<file path="src/rtl/gpio_pkg.sv">
package gpio_pkg;
  localparam int ADDR_W = 3;

  typedef enum logic [ADDR_W-1:0] {
    REG_DIR  = 3'd0,
    REG_PIN  = 3'd1,
    REG_LAT  = 3'd2,
    REG_ANA  = 3'd3,
    REG_PULL = 3'd4,
    REG_ALT  = 3'd5
  } reg_addr_e;

  // Candidate pin pairs, function 3 in the top field down to function 0.
  localparam logic [11:0] PRI_PINS_D = {3'd4, 3'd2, 3'd1, 3'd0};
  localparam logic [11:0] ALT_PINS_D = {3'd3, 3'd3, 3'd5, 3'd4};
endpackage

</file>
<file path="src/rtl/gpio_sync.sv">
module gpio_sync #(
  parameter int W      = 6,
  parameter int STAGES = 2
) (
  input  logic         clk,
  input  logic         rst_n,
  input  logic [W-1:0] d,
  output logic [W-1:0] q
);
  logic [W-1:0] stage [STAGES];

  for (genvar s = 0; s < STAGES; s++) begin : g_stage
    always_ff @(posedge clk or negedge rst_n) begin
      if (!rst_n) stage[s] <= '0;
      else if (s == 0) stage[s] <= d;
      else stage[s] <= stage[(s == 0) ? 0 : s-1];
    end
  end

  assign q = stage[STAGES-1];
endmodule

</file>
<file path="src/rtl/gpio_regs.sv">
module gpio_regs
  import gpio_pkg::*;
#(
  parameter int NPIN  = 6,
  parameter int NFUNC = 4,
  parameter int DW    = 8
) (
  input  logic              clk,
  input  logic              rst_n,
  input  logic [ADDR_W-1:0] addr,
  input  logic              wr_en,
  input  logic [DW-1:0]     wr_data,
  input  logic              rd_en,
  output logic [DW-1:0]     rd_data,
  input  logic [NPIN-1:0]   pin_lvl,
  output logic [NPIN-1:0]   dir_q,
  output logic [NPIN-1:0]   lat_q,
  output logic [NPIN-1:0]   ana_q,
  output logic [NPIN-1:0]   pull_q,
  output logic [NFUNC-1:0]  alt_q
);
  logic [DW-1:0] rd_mux;
  logic          unused_hi;

  assign unused_hi = ^wr_data[DW-1:NPIN];

  always_ff @(posedge clk or negedge rst_n) begin
    if (!rst_n) begin
      dir_q  <= '1;
      lat_q  <= '0;
      ana_q  <= '1;
      pull_q <= '0;
      alt_q  <= '0;
    end else if (wr_en) begin
      case (addr)
        REG_DIR:           dir_q  <= wr_data[NPIN-1:0];
        REG_PIN, REG_LAT:  lat_q  <= wr_data[NPIN-1:0];
        REG_ANA:           ana_q  <= wr_data[NPIN-1:0];
        REG_PULL:          pull_q <= wr_data[NPIN-1:0];
        REG_ALT:           alt_q  <= wr_data[NFUNC-1:0];
        default: ;
      endcase
    end
  end

  always_comb begin
    rd_mux = '0;
    case (addr)
      REG_DIR:  rd_mux[NPIN-1:0]  = dir_q;
      REG_PIN:  rd_mux[NPIN-1:0]  = pin_lvl;
      REG_LAT:  rd_mux[NPIN-1:0]  = lat_q;
      REG_ANA:  rd_mux[NPIN-1:0]  = ana_q;
      REG_PULL: rd_mux[NPIN-1:0]  = pull_q;
      REG_ALT:  rd_mux[NFUNC-1:0] = alt_q;
      default:  rd_mux = '0;
    endcase
  end

  always_ff @(posedge clk or negedge rst_n) begin
    if (!rst_n)     rd_data <= '0;
    else if (rd_en) rd_data <= rd_mux;
    else            rd_data <= '0;
  end
endmodule

</file>
<file path="src/rtl/gpio_pinmux.sv">
module gpio_pinmux #(
  parameter int NPIN  = 6,
  parameter int NFUNC = 4,
  parameter int PW    = $clog2(NPIN),
  parameter logic [NFUNC*PW-1:0] PRI_PINS = '0,
  parameter logic [NFUNC*PW-1:0] ALT_PINS = '0
) (
  input  logic [NPIN-1:0]  dir_q,
  input  logic [NPIN-1:0]  lat_q,
  input  logic [NPIN-1:0]  pull_q,
  input  logic [NFUNC-1:0] alt_q,
  input  logic [NPIN-1:0]  dig_in,
  input  logic [NFUNC-1:0] periph_en,
  input  logic [NFUNC-1:0] periph_out,
  input  logic [NFUNC-1:0] periph_oe,
  output logic [NPIN-1:0]  pad_out,
  output logic [NPIN-1:0]  pad_oe,
  output logic [NPIN-1:0]  pad_pu,
  output logic [NFUNC-1:0] periph_in
);
  localparam int FW = (NFUNC > 1) ? $clog2(NFUNC) : 1;

  logic [PW-1:0] sel_pin [NFUNC];

  for (genvar f = 0; f < NFUNC; f++) begin : g_func
    assign sel_pin[f]   = alt_q[f] ? ALT_PINS[f*PW +: PW] : PRI_PINS[f*PW +: PW];
    assign periph_in[f] = dig_in[sel_pin[f]];
  end

  for (genvar p = 0; p < NPIN; p++) begin : g_pin
    logic          own_vld;
    logic [FW-1:0] own_idx;

    always_comb begin
      own_vld = 1'b0;
      own_idx = '0;
      for (int f = NFUNC-1; f >= 0; f--) begin
        if (periph_en[f] && sel_pin[f] == PW'(p)) begin
          own_vld = 1'b1;
          own_idx = FW'(f);
        end
      end
    end

    assign pad_out[p] = own_vld ? periph_out[own_idx] : lat_q[p];
    assign pad_oe[p]  = own_vld ? periph_oe[own_idx]  : ~dir_q[p];
    assign pad_pu[p]  = pull_q[p] & ~pad_oe[p];
  end
endmodule

</file>
<file path="src/rtl/gpio_port.sv">
module gpio_port
  import gpio_pkg::*;
#(
  parameter int NPIN        = 6,
  parameter int NFUNC       = 4,
  parameter int DW          = 8,
  parameter int SYNC_STAGES = 2,
  parameter int PW          = $clog2(NPIN),
  parameter logic [NFUNC*PW-1:0] PRI_PINS = PRI_PINS_D,
  parameter logic [NFUNC*PW-1:0] ALT_PINS = ALT_PINS_D
) (
  input  logic              clk,
  input  logic              rst_n,
  input  logic [ADDR_W-1:0] bus_addr,
  input  logic              bus_wr_en,
  input  logic [DW-1:0]     bus_wr_data,
  input  logic              bus_rd_en,
  output logic [DW-1:0]     bus_rd_data,
  input  logic [NPIN-1:0]   pad_in,
  output logic [NPIN-1:0]   pad_out,
  output logic [NPIN-1:0]   pad_oe,
  output logic [NPIN-1:0]   pad_pu,
  input  logic [NFUNC-1:0]  periph_en,
  input  logic [NFUNC-1:0]  periph_out,
  input  logic [NFUNC-1:0]  periph_oe,
  output logic [NFUNC-1:0]  periph_in
);
  logic [NPIN-1:0]  sync_lvl;
  logic [NPIN-1:0]  dig_in;
  logic [NPIN-1:0]  dir_q;
  logic [NPIN-1:0]  lat_q;
  logic [NPIN-1:0]  ana_q;
  logic [NPIN-1:0]  pull_q;
  logic [NFUNC-1:0] alt_q;

  gpio_sync #(.W(NPIN), .STAGES(SYNC_STAGES)) u_sync (
    .clk(clk), .rst_n(rst_n), .d(pad_in), .q(sync_lvl)
  );

  assign dig_in = sync_lvl & ~ana_q;

  gpio_regs #(.NPIN(NPIN), .NFUNC(NFUNC), .DW(DW)) u_regs (
    .clk(clk), .rst_n(rst_n), .addr(bus_addr), .wr_en(bus_wr_en),
    .wr_data(bus_wr_data), .rd_en(bus_rd_en), .rd_data(bus_rd_data),
    .pin_lvl(dig_in), .dir_q(dir_q), .lat_q(lat_q), .ana_q(ana_q),
    .pull_q(pull_q), .alt_q(alt_q)
  );

  gpio_pinmux #(
    .NPIN(NPIN), .NFUNC(NFUNC), .PW(PW),
    .PRI_PINS(PRI_PINS), .ALT_PINS(ALT_PINS)
  ) u_mux (
    .dir_q(dir_q), .lat_q(lat_q), .pull_q(pull_q), .alt_q(alt_q),
    .dig_in(dig_in), .periph_en(periph_en), .periph_out(periph_out),
    .periph_oe(periph_oe), .pad_out(pad_out), .pad_oe(pad_oe),
    .pad_pu(pad_pu), .periph_in(periph_in)
  );
endmodule

</file>
<file path="config.mk">
export PLATFORM = sky130hd
export DESIGN_NAME = gpio_port
export DESIGN_NICKNAME = d
export VERILOG_FILES = /design/src/rtl/gpio_pkg.sv /design/src/rtl/gpio_sync.sv /design/src/rtl/gpio_regs.sv /design/src/rtl/gpio_pinmux.sv /design/src/rtl/gpio_port.sv
export SDC_FILE = /design/constraint.sdc
export NUM_CORES = 1
export LEC_CHECK = 0
export ABC_CLOCK_PERIOD_IN_PS = 1400
export BUFFER_PORTS_ARGS = -buffer_cell sky130_fd_sc_hd__buf_4
export CELL_PAD_IN_SITES_DETAIL_PLACEMENT = 0
export CELL_PAD_IN_SITES_GLOBAL_PLACEMENT = 2
export CORE_AREA = 2 2 92 94
export CTS_BUF_LIST = sky130_fd_sc_hd__clkbuf_16
export CTS_CLUSTER_DIAMETER = 50
export DETAILED_ROUTE_END_ITERATION = 16
export DIE_AREA = 0 0 94 96
export PLACE_DENSITY_LB_ADDON = 0.1
export SLEW_MARGIN = 0
export SYNTH_ARGS = -nofsm -noshare
export SYNTH_HDL_FRONTEND = slang
export SYNTH_SLANG_ARGS = --single-unit
</file>
<file path="constraint.sdc">
create_clock -name clk -period 1.4 [get_ports clk]
set_clock_uncertainty 0.15 [all_clocks]
set_input_delay 0.28 -clock clk [delete_from_list [all_inputs] [get_ports clk]]
set_output_delay 0.28 -clock clk [all_outputs]
set_load 0.02 [all_outputs]
</file>
After elaboration in Yosys (flattened, before gate mapping):

Cells that the tools add are included.

* order comparisons: 10
* eq/ne operators: 25
* mux-type cells: 99
* bitwise gates (word level): 20
* reduce and logical (&&, ||, !) cells: 35

Operators with widths (count)
* 2-to-1 mux 1 bit: 53
* 2-to-1 mux 2 bit: 24
* equality test 3 x 2 -> 1 bit (second input constant): 10
* equality test 3 bit (second input constant): 10
* binary-select mux 1 bit (select 2 bit): 12
* logical AND 1 bit: 24
* one-hot mux 4 bit (6 select lines): 1
* < comparator 2 x 3 -> 1 bit (second input constant): 6
* < comparator 3 x 4 -> 1 bit (second input constant): 4
* equality test 3 x 1 -> 1 bit (second input constant): 5
* zero test 3 bit: 5
* binary-select mux 1 bit (select 3 bit): 4
* NOT 1 bit: 12
* one-hot mux 2 bit (5 select lines): 1
* AND reduction 2 bit: 5
* 2-to-1 mux 3 bit: 3
* bitwise AND 1 bit: 6
* bitwise AND 6 bit: 1
* 2-to-1 mux 6 bit: 1
* NOT 6 bit: 1
* OR reduction 2 bit: 1

* bits in registers: 46
* output and inout bits: 30

Depth between registers and ports, before layout:

Gate-level depths: netlist of the first run.

* depth in word-level cells: 12
* mapped depth: 6

By module:

A second synthesis of the first run with hierarchy kept.

* cell total of the unflattened synthesis: 194
* area total of the unflattened synthesis: 2431.1 um^2

By module, submodules not included
* gpio_regs: times used 1, cells each 121, area each 1649.1 um^2, seq. area each 865.8 um^2
* gpio_pinmux: times used 1, cells each 49, area each 354.1 um^2, seq. area each 0.0 um^2
* gpio_sync: times used 1, cells each 18, area each 345.3 um^2, seq. area each 300.3 um^2
* gpio_port: times used 1, cells each 6, area each 82.6 um^2, seq. area each 0.0 um^2

Worst setup path before layout of the first run:

OpenSTA, ideal clock, no wires.

* path type: reg2out
* start: register u_regs.alt_q[3]
* end: output pad_pu[4]
* data arrival time: 1.309 ns
* required time: 0.970 ns
* path slack: -0.339 ns
* cell stages (with the launch flop): 5
* buffers on the path: 1
* cells stage by stage: dfrtp_1 > clkbuf_1 > nor2b_1 > o211ai_1 > a21boi_0

* cells in the longest elaborated chain, start to end: 12
* elaborated cells between the ends (all ways): 16

Ends and longest elaborated chain
* start: declaration: RTL line gpio_regs.sv:20 `output logic [NFUNC-1:0] alt_q`
* start signal: assignment: RTL line gpio_regs.sv:40 `REG_ALT: alt_q <= wr_data[NFUNC-1:0];`
* 2-to-1 mux 3 bit (*): RTL line gpio_pinmux.sv:26 `assign sel_pin[f] = alt_q[f] ? ALT_PINS[f*PW +: PW] : PRI_PINS[f*PW +: PW];`
* equality test 3 bit (*): RTL line gpio_pinmux.sv:38 `if (periph_en[f] && sel_pin[f] == PW'(p)) begin`
* logical AND 1 bit (*): RTL line gpio_pinmux.sv:38
* 2-to-1 mux 2 bit (4 in a row): RTL line gpio_pinmux.sv:38
* binary-select mux 1 bit (select 2 bit): RTL line gpio_pinmux.sv:46 `assign pad_oe[p] = own_vld ? periph_oe[own_idx] : ~dir_q[p];`
* 2-to-1 mux 1 bit (not written as such): RTL line gpio_pinmux.sv:46
* 2-to-1 mux 1 bit (*): RTL line gpio_pinmux.sv:46
* NOT 1 bit (*): RTL line gpio_pinmux.sv:47 `assign pad_pu[p] = pull_q[p] & ~pad_oe[p];`
* bitwise AND 1 bit (*): RTL line gpio_pinmux.sv:47
* end: declaration: RTL line gpio_port.sv:22 `output logic [NPIN-1:0] pad_pu,`

Every way passes the cells marked *; elsewhere a longest branch is shown, timed or not. The select of a mux whose other input is x is not followed.

Worst setup path after layout of the first run:

* start: register u_regs.alt_q[3]
* end: output pad_pu[3]

* cells in the longest elaborated chain, start to end: 12
* elaborated cells between the ends (all ways): 16

Ends and longest elaborated chain (RTL line)
* 2-to-1 mux 3 bit (*): gpio_pinmux.sv:26
* equality test 3 x 2 -> 1 bit (*): gpio_pinmux.sv:38
* logical AND 1 bit (*): gpio_pinmux.sv:38
* 2-to-1 mux 2 bit (4 in a row): gpio_pinmux.sv:38
* binary-select mux 1 bit (select 2 bit): gpio_pinmux.sv:46
* 2-to-1 mux 1 bit (not written as such): gpio_pinmux.sv:46
* 2-to-1 mux 1 bit (*): gpio_pinmux.sv:46
* NOT 1 bit (*): gpio_pinmux.sv:47
* bitwise AND 1 bit (*): gpio_pinmux.sv:47

Marked as above.

==> impl_metrics.csv, run 1 <==
group,metric,value,unit
synthesis,synth_edf_count,0,
power,p_switching,1.421,mW
synthesis,ys.flop_type,"dfrtp_1",
routing,drcViolationCount,0,
run_status,violations,"negative setup slack",
power,powerDensity,1287,nW/um2
die,die_area,9024,um2
synthesis,synthTopCellsByArea,"dfrtp_1, dfstp_2, mux2_2",
synthesis,yosysTopAreaCellShare,0.3631,
placed_design,place_area,3146,um2
clock_tree,clock-sinks,46,
grt,overflow,0,
synthesis,yosysMostFrequentCell,"dfrtp_1",
sta,rsz0062_at_grt,"true",
routing,drt-total-wl,6258,um
routing,dr_total_vias,1894,
flow_run,drv_cap,0,
grt,grt_pass1_wl,9970,um
die,ios,63,
synthesis,syn_area,2343,um2
placed_design,place_hpwl,4643,um
clock_tree,clk_path_buf_depth,2,
final_layout,n_antenna_cell,0,
min_path,hold_path_class,"in -> reg",
grt,track_usage,0.1458,
power,switching_share,0.3036,
final_layout,fillerInstances,761,
critical_path,path_class,"reg -> out",
critical_path,start_kind,"flip-flop",
critical_path,crit_path_start,"u_regs.alt_q[3]$_DFFE_PN0P_",
sta,setup_viol,26,
placed_design,io_buffers,58,
final_layout,layout.nets,331,
power,intPower,3.258,mW
sta,setup_tns,-6948,ps
routing,avgRoutedWirePerCell,15.49,um
synthesis,ys_types,41,
power,seqPwrFrac,0.385,
clock_tree,clkTransAtPathRegs,60,ps
synthesis,avgSynthCellArea,11.96,um2
critical_path,arrival,1400,ps
die,coreArea,8051,um2
sta,final-hold-violation-count,0,
clock_tree,numCtsBuffers,5,
run_status,status,"finished, violations left",
power,ir_drop,0.5253,mV
final_layout,layout-drive-gt1-share,0.6589,
die,start_util,0.2911,
die,die_w,94,um
synthesis,ys_ff_latch,46,
sta,fmax,547.1,MHz
critical_path,reg2reg_from,"u_regs.ana_q[3]$_DFFE_PN1P_",
clock_tree,cts_root_buffer,"clkbuf_16",
clock_tree,cts_tree,"done",
sta,whs,105.6,ps
routing,dr.pass1.iters,4,
routing,drt_iter0_markers,26,
synthesis,async_flop_share,1.000,
sta,fin_crit,1828,ps
die,die_y,96,um
critical_path,cp.required,970,ps
min_path,min-delay-start,"bus_wr_data[5]",
power,p_leak,1.678,nW
clock_tree,htreeDepth,2,
final_layout,final_util,0.4514,
sta,finalMaxSlewViolations,0,
grt,grt_max_degree,27,
power,combPwrFrac,0.375,
clock_tree,clk_latency,280,ps
final_layout,design_area,3635,um2
grt,first_global_vias,1949,
synthesis,ys.warnings.count,0,
grt,antenna_found_initial,0,
critical_path,cp-end-kind,"primary output",
sta,fin_ws,-427.7,ps
synthesis,seq_area_frac_synth,0.4976,
synthesis,synth_top_area_cell,"dfrtp_1",
power,power.total,4.679,mW
critical_path,path_max_fanout,6,
power,clkPwrFrac,0.240,
synthesis,netlist_instances,196,
synthesis,synth_commonest_cells,"dfrtp_1, mux2_2, nand2_1",
routing,ant_nets,0,
placed_design,gp_congestion,0.7322,
routing,vias_per_cell,4.688,
final_layout,syn_to_final_growth,55.10,%
sta,fin_crit_sh,1.306,
die,fp-row-count,33,
[worst max-delay path: stages (launching register included)]
cell,delay [ps]
dfrtp_2,450
a21o_1,170
and3_4,180
o21a_4,190
buf_6,120
[placed cells by master (no fill, tap or decap), types with 3 or more instances in the layout]
cell / Yosys / final
buf_4: 4 / 70
dfrtp_1: 34 / 32
buf_6: 3 / 26
mux2_2: 28 / 24
dfstp_2: 12 / 12
nand2_1: 15 / 8
a21oi_2: 1 / 8
mux2_4: 4 / 8
mux2i_1: 9 / 7
nand2_2: 1 / 7
dlygate4sd3_1: 0 / 7
nor2_1: 8 / 5
o21ai_2: 0 / 5
clkbuf_16: 0 / 5
a21oi_1: 11 / 4
a311o_1: 4 / 4
a21boi_0: 5 / 4
a211o_1: 4 / 4
nor2b_4: 0 / 4
nand2b_1: 5 / 4
a21o_1: 3 / 3
or3b_1: 3 / 3
o211a_1: 3 / 3
[layer usage]
layer,global-route usage,wire length [um],share of wire,vias to the layer above
met5,0,0,0,-
met1,0.1971,2921,0.47,942
li1,-,-,-,908
met2,0.2411,3087,0.49,40
met4,0.03623,44,0.0070,0
met3,0.02897,205,0.033,4
[logic make-up (layout without fill, tap and decap cells)]
family	count (synthesis)	count (layout)	synth area share
xor+xnor	1	1	0.003738
compound gates	42	42	0.1297
flops	46	46	0.4976
buf+inv	12	114	0.03577
mux	41	41	0.1986
simple gates	53	53	0.1330
other cells	1	2	0.001600
[power groups by stage]
stage               logic [mW]  registers, mW  clock network (mW)
finish                    1.76           1.80                1.12
floorplan                0.861           1.77                   0
CTS                       1.68           1.79                1.15
global placement          1.43           1.81                   0
global route              1.89           1.84                1.22
detailed placement        1.44           1.81                   0
[cell type report]
cell class / count / area (um2) / share of cell area
clock buffer: 5 / 125.1 / 0.03442
clock inverter: 3 / 12.51 / 0.003442
inverter: 2 / 7.507 / 0.002065
multi-input combinational: 139 / 1281 / 0.3525
sequential: 46 / 1169 / 0.3215
tap: 105 / 131.4 / 0.03614
timing repair buffer: 104 / 908.4 / 0.2499
[sequential cells by signal (all words and copies together) (netlist names)]
signal          count
u_sync.stage        6
u_sync.q            6
u_regs.ana_q        6
u_regs.dir_q        6
u_regs.lat_q        6
u_regs.pull_q       6
u_regs.alt_q        4
u_regs.rd_data      6
[through the flow]
step           setup slack (ps)  instances
5_1_grt                  -488.0        404
3_5_place_dp             -220.2        382
4_1_cts                  -453.0        401
2_1_floorplan            -61.92        197
3_3_place_gp             -211.1        382
6_report                 -427.7        404
[final timing paths]
check	end	slack, ps	cells after the start
worst max-delay path	pad_pu[3]	-430	4
worst min register to register	u_sync.q[0]$_DFF_PN0_	200	0
min in group asynchronous	u_regs.pull_q[2]$_DFFE_PN0P_	280	2
worst max register to register	u_regs.rd_data[3]$_DFF_PN0_	-120	4
worst min-delay path	u_regs.pull_q[5]$_DFFE_PN0P_	110	2
max in group asynchronous	u_regs.ana_q[0]$_DFFE_PN1P_	320	3
[repair_timing]
action	CTS	global route
endpoints found under the hold margin	20	0
buffers inserted	6	4
resized for setup	49	21
pin swaps	14	7
setup endpoints to repair	25	28
hold buffers	7	0
No activity file was read; power rests on OpenSTA's default activity.
==> run 2, diff against run 1 <==
--- a/config.mk
+++ b/config.mk
@@ -15,6 +15,7 @@
 export DETAILED_ROUTE_END_ITERATION = 16
 export DIE_AREA = 0 0 94 96
 export PLACE_DENSITY_LB_ADDON = 0.1
+export RECOVER_POWER = 100
 export SLEW_MARGIN = 0
 export SYNTH_ARGS = -nofsm -noshare
 export SYNTH_HDL_FRONTEND = slang
==> constraint.sdc (replaced) <==
create_clock -name clk -period 1.4 [get_ports clk]
set_clock_uncertainty 0.15 [all_clocks]
set_input_delay 0.28 -clock clk [delete_from_list [all_inputs] [get_ports clk]]
set_output_delay 0.28 -clock clk [all_outputs]
set_load 0.005 [all_outputs]
==> run 2 against run 1 <==
  * The run still ends with negative setup slack left
  * Final cell count down 0.25%
  * Final area down 3.2%
  * First-iteration DRC count rose to 2.6 times the previous value
  * Critical path depth unchanged
  * Fmax up 2.9%
  * Flip-flop and latch count unchanged
==> impl_metrics.csv, run 2 (synthesis gave the netlist of run 1 again) <==
group,metric,value,unit
routing,avgRoutedWirePerCell,15.35,um
power,switching_share,0.2707,
clock_tree,numCtsBuffers,5,
final_layout,layout-drive-gt1-share,0.6208,
routing,dr.pass1.iters,4,
placed_design,place_hpwl,4609,um
grt,grt_max_degree,30,
placed_design,gp_congestion,0.7315,
grt,grt_pass1_wl,9673,um
power,combPwrFrac,0.330,
clock_tree,clkTransAtPathRegs,60,ps
routing,drt_iter0_markers,67,
clock_tree,clk_path_buf_depth,2,
final_layout,layout.nets,330,
sta,fin_crit_sh,1.269,
run_status,status,"finished, violations left",
clock_tree,clk_latency,290,ps
die,die_w,94,um
die,die_area,9024,um2
critical_path,cp.required,970,ps
sta,fin_ws,-376.6,ps
clock_tree,cts_root_buffer,"clkbuf_16",
power,powerDensity,1236,nW/um2
routing,vias_per_cell,4.638,
final_layout,design_area,3520,um2
clock_tree,clock-sinks,46,
power,ir_drop,0.6278,mV
sta,final-hold-violation-count,0,
final_layout,final_common_cell,"buf_4",
critical_path,arrival,1350,ps
routing,drt-total-wl,6185,um
sta,fin_crit,1777,ps
sta,rsz0062_at_grt,"true",
grt,antenna_found_initial,0,
sta,fmax,562.9,MHz
die,die_y,96,um
clock_tree,cts_tree,"done",
die,ios,63,
routing,ant_nets,0,
placed_design,place_area,3073,um2
critical_path,reg2reg_slack,-90,ps
critical_path,path_class,"reg -> out",
final_layout,syn_to_final_growth,50.19,%
placed_design,io_buffers,58,
power,p_switching,1.178,mW
die,start_util,0.2911,
critical_path,path_max_fanout,6,
run_status,violations,"negative setup slack",
sta,setup_viol,31,
final_layout,fillerInstances,789,
final_layout,layout_common_cells,"buf_4, dfrtp_1, mux2_2",
final_layout,n_antenna_cell,0,
power,seqPwrFrac,0.412,
power,intPower,3.173,mW
die,coreArea,8051,um2
sta,setup_tns,-6356,ps
grt,first_global_vias,1826,
die,fp-row-count,33,
power,clkPwrFrac,0.258,
clock_tree,htreeDepth,2,
sta,finalMaxSlewViolations,0,
routing,drcViolationCount,0,
critical_path,start_kind,"flip-flop",
min_path,hold_path_class,"in -> reg",
grt,track_usage,0.1435,
grt,overflow,0,
critical_path,cp-end-kind,"primary output",
flow_run,drv_cap,0,
routing,dr_total_vias,1869,
power,p_leak,1.627,nW
-- run 2: final cells by class --
class	count	area (um2)	area share
Tap cell	105	131.4	0.03733
Inverter	2	7.507	0.002133
Timing Repair Buffer	103	837.1	0.2378
Clock inverter	3	12.51	0.003555
Multi-Input combinational cell	139	1236	0.3512
Clock buffer	5	125.1	0.03555
Sequential cell	46	1170	0.3324
-- run 2: final timing paths --
kind                                              from  cells after the start                      endpoint
max                        u_regs.alt_q[3]$_DFFE_PN0P_                      4                     pad_pu[3]
min in group asynchronous                        rst_n                      2  u_regs.pull_q[3]$_DFFE_PN0P_
max in group asynchronous                        rst_n                      3   u_regs.ana_q[5]$_DFFE_PN1P_
max reg2reg                u_regs.ana_q[3]$_DFFE_PN1P_                      4   u_regs.rd_data[3]$_DFF_PN0_
min                                     bus_wr_data[5]                      2   u_regs.dir_q[5]$_DFFE_PN1P_
min reg2reg                  u_sync.stage[7]$_DFF_PN0_                      0         u_sync.q[1]$_DFF_PN0_
-- run 2: power by group through the flow --
stage	Sequential, mW	Clock, mW	Combinational (mW)
floorplan	1.74	0	0.606
global placement	1.80	0	1.14
detailed placement	1.80	0	1.15
CTS	1.78	1.18	1.36
global route	1.83	1.23	1.57
finish	1.79	1.12	1.43
-- run 2: layer usage --
metal / global-route usage / wire (um) / vias up
li1: - / - / 903
met4: 0.04348 / 85 / 0
met3: 0.02506 / 286 / 8
met5: 0 / 0 / -
met1: 0.2025 / 2905 / 912
met2: 0.2262 / 2907 / 46
-- run 2: repair_timing --
action                     4_1_cts  5_1_grt
buffers inserted                 8        3
hold endpoints to repair        23        0
resized for setup               36       32
pin swaps                       11        8
gates cloned                     0        0
setup endpoints to repair       23       28
hold buffers                     7        0
-- run 2: critical path: stages (launching register included) --
cell and delay [ps]:
dfrtp_2 440, a21o_1 170, and3_4 170, o21a_1 170
buf_6 110
-- run 2: per-stage QoR --
| stage | utilization | setup WS (ps) | cells | power (mW) | hold WS, ps |
|---|---|---|---|---|---|
| after floorplan | - | -57.31 | 197 | 2.348 | -165.6 |
| after global placement | 0.3817 | -213.3 | 379 | 2.942 | 27.33 |
| after detailed placement | 0.3817 | -204.8 | 379 | 2.949 | 27.33 |
| after CTS | 0.4270 | -392.1 | 401 | 4.318 | 101.3 |
| after global routing | 0.4371 | -419.0 | 403 | 4.624 | 105.6 |
| final | 0.4371 | -376.6 | 403 | 4.351 | 108.9 |
==> run 3, diff against run 2 <==
--- a/config.mk
+++ b/config.mk
@@ -6,15 +6,12 @@
 export NUM_CORES = 1
 export LEC_CHECK = 0
 export ABC_CLOCK_PERIOD_IN_PS = 1400
-export BUFFER_PORTS_ARGS = -buffer_cell sky130_fd_sc_hd__buf_4
-export CELL_PAD_IN_SITES_DETAIL_PLACEMENT = 0
-export CELL_PAD_IN_SITES_GLOBAL_PLACEMENT = 2
-export CORE_AREA = 2 2 92 94
+export CORE_AREA = 2 2 85 87
 export CTS_BUF_LIST = sky130_fd_sc_hd__clkbuf_16
 export CTS_CLUSTER_DIAMETER = 50
 export DETAILED_ROUTE_END_ITERATION = 16
-export DIE_AREA = 0 0 94 96
-export PLACE_DENSITY_LB_ADDON = 0.1
+export DIE_AREA = 0 0 87 89
+export DONT_BUFFER_PORTS = 1
 export RECOVER_POWER = 100
 export SLEW_MARGIN = 0
 export SYNTH_ARGS = -nofsm -noshare
==> run 3 against run 2 <==
  * The run ends with negative hold slack, negative setup slack left
  * Flip-flop and latch count did not move
  * Global-route usage rose by 1.1 points
  * Final area fell by 14%
  * First-iteration DRC count rose by 57%
  * Largest power group unchanged
  * Count of clock-buffer cells in the layout did not move
  * Total power fell by 6.6%
  * Sequential power barely moved
  * Largest cell class unchanged
  * Die area fell by 14%
  * Highest routed layer unchanged
  * Clock power rose by 16%
  * Register-to-register slack improved by 70 ps
  * Worst hold slack got worse by 570 ps
  * Utilization rose by 1.1 points
==> impl_metrics.csv, run 3 (synthesis gave the netlist of run 1 again) <==
group,metric,value,unit
critical_path,critPathCapture,"pad_pu[3]",
die,die_y,89,um
power,power.total,4.064,mW
critical_path,max_stage_delay,440,ps
final_layout,layout.nets,261,
run_status,status,"finished, violations left",
grt,antenna_found_initial,0,
critical_path,cp.required,970,ps
clock_tree,clkTransAtPathRegs,60,ps
routing,wl_met2,2694,um
placed_design,place_hpwl,3830,um
clock_tree,clock-sinks,46,
clock_tree,cts_root_buffer,"clkbuf_16",
clock_tree,ctsHoldBuffers,13,
sta,setup_viol,23,
sta,fmax,596.3,MHz
sta,finalMaxSlewViolations,0,
critical_path,cp-end-kind,"primary output",
routing,vias_per_cell,5.288,
critical_path,start_kind,"flip-flop",
routing,top_layer,"met4",
grt,grt_max_degree,47,
final_layout,final_common_cell,"dfrtp_1",
routing,drt_iter0_markers,105,
clock_tree,htreeDepth,2,
routing,ant_nets,0,
critical_path,reg2reg_from,"u_regs.ana_q[0]$_DFFE_PN1P_",
critical_path,path_max_fanout,6,
clock_tree,clk_path_buf_depth,2,
sta,final-hold-violation-count,46,
routing,dr_total_vias,1634,
sta,fin_crit_sh,1.198,
die,die_area,7743,um2
grt,overflow,0,
grt,first_global_vias,1685,
min_path,hold_path_class,"in -> async",
routing,wl_met3,310,um
die,ios,63,
die,fp-row-count,30,
final_layout,layout-drive-gt1-share,0.4891,
clock_tree,clk_latency,280,ps
critical_path,reg2reg_to,"u_regs.rd_data[0]$_DFF_PN0_",
critical_path,path_class,"reg -> out",
routing,avgRoutedWirePerCell,18.25,um
critical_path,arrival,1250,ps
sta,rsz0062_at_grt,"true",
critical_path,slowest_stage,"dfrtp_2",
power,p_leak,1.306,nW
final_layout,n_antenna_cell,0,
placed_design,io_buffers,0,
die,coreArea,6719,um2
critical_path,reg2reg_slack,-20,ps
sta,fin_crit,1677,ps
routing,dr.pass1.iters,4,
final_layout,final_util,0.4484,
critical_path,crit_path_start,"u_regs.alt_q[3]$_DFFE_PN0P_",
routing,drcViolationCount,0,
final_layout,fillerInstances,610,
final_layout,layout_common_cells,"dfrtp_1, mux2_2, buf_4",
final_layout,finalNonFillerCells,309,
grt,grt_pass1_wl,8942,um
placed_design,place_area,2511,um2
final_layout,design_area,3013,um2
critical_path,rr_worst_depth,5,
placed_design,gp_congestion,0.7949,
run_status,violations,"negative hold slack, negative setup slack",
critical_path,path_cells,"a21o_1 -> and3_4 -> o21a_1",
sta,whs,-463.2,ps
routing,drt-met1-wl,2513,um
clock_tree,numCtsBuffers,5,
final_layout,syn_to_final_growth,28.56,%
sta,fin_ws,-277.1,ps
die,die_w,87,um
power,ir_drop,0.7523,mV
die,start_util,0.3488,
power,powerDensity,1349,nW/um2
flow_run,drv_cap,0,
routing,drt-total-wl,5640,um
clock_tree,cts_tree,"done",
grt,track_usage,0.1544,
placed_design,dp_cells,285,
[run 3: routing by layer]
| layer | GRT usage | vias up |
|---|---|---|
| met5 | 0 | - |
| met4 | 0.06392 | 0 |
| met3 | 0.04617 | 11 |
| met2 | 0.2450 | 42 |
| met1 | 0.1976 | 808 |
| li1 | - | 773 |
[run 3: worst min-delay path by stage]
stage / end / cells past startpoint
2_1_floorplan: u_regs.alt_q[0]$_DFFE_PN0P_ / 0
3_3_place_gp: u_regs.lat_q[1]$_DFFE_PN0P_ / 0
3_5_place_dp: u_regs.lat_q[1]$_DFFE_PN0P_ / 0
4_1_cts: u_sync.stage[6]$_DFF_PN0_ / 0
5_1_grt: u_regs.rd_data[1]$_DFF_PN0_ / 0
6_report: u_sync.stage[11]$_DFF_PN0_ / 0
[run 3: power breakdown]
part | internal [mW] | switching (mW) | leakage, nW
Sequential | 1.61 | 0.196 | 0.535
Clock | 0.829 | 0.473 | 0.0864
Combinational | 0.572 | 0.388 | 0.685
[run 3: repair_timing]
item / 4_1_cts / 5_1_grt
setup buffers: 4 / 2
pin swaps: 23 / 5
endpoints found under the hold margin: 82 / 46
gates resized for setup: 49 / 11
endpoints found under the setup margin: 26 / 28
[run 3: layout make-up]
type                    count  area, um2  area share
multi-input cells         139       1269      0.4211
inverters                   2      7.507    0.002492
repair buffers             34      306.5      0.1017
flip-flops and latches     46       1167      0.3875
well taps                  80      100.1     0.03322
clock inverters             3      37.54     0.01246
clock buffers               5      125.1     0.04153
[run 3: worst max-delay path: cells and delay by family (launching register included)]
kind | cells | cell delay (ps)
flip-flops | 1 | 440
AND/OR/NAND/NOR | 1 | 170
AO/OA/AOI/OAI | 2 | 360
[run 3: stage by stage]
stage | TNS (ps) | setup slack (ps)
after detailed placement | -26.16 | -20.13
after floorplan | -229.3 | -57.31
final | -3918 | -277.1
after global routing | -5301 | -328.7
after global placement | -22.62 | -22.62
after CTS | -4035 | -289.7
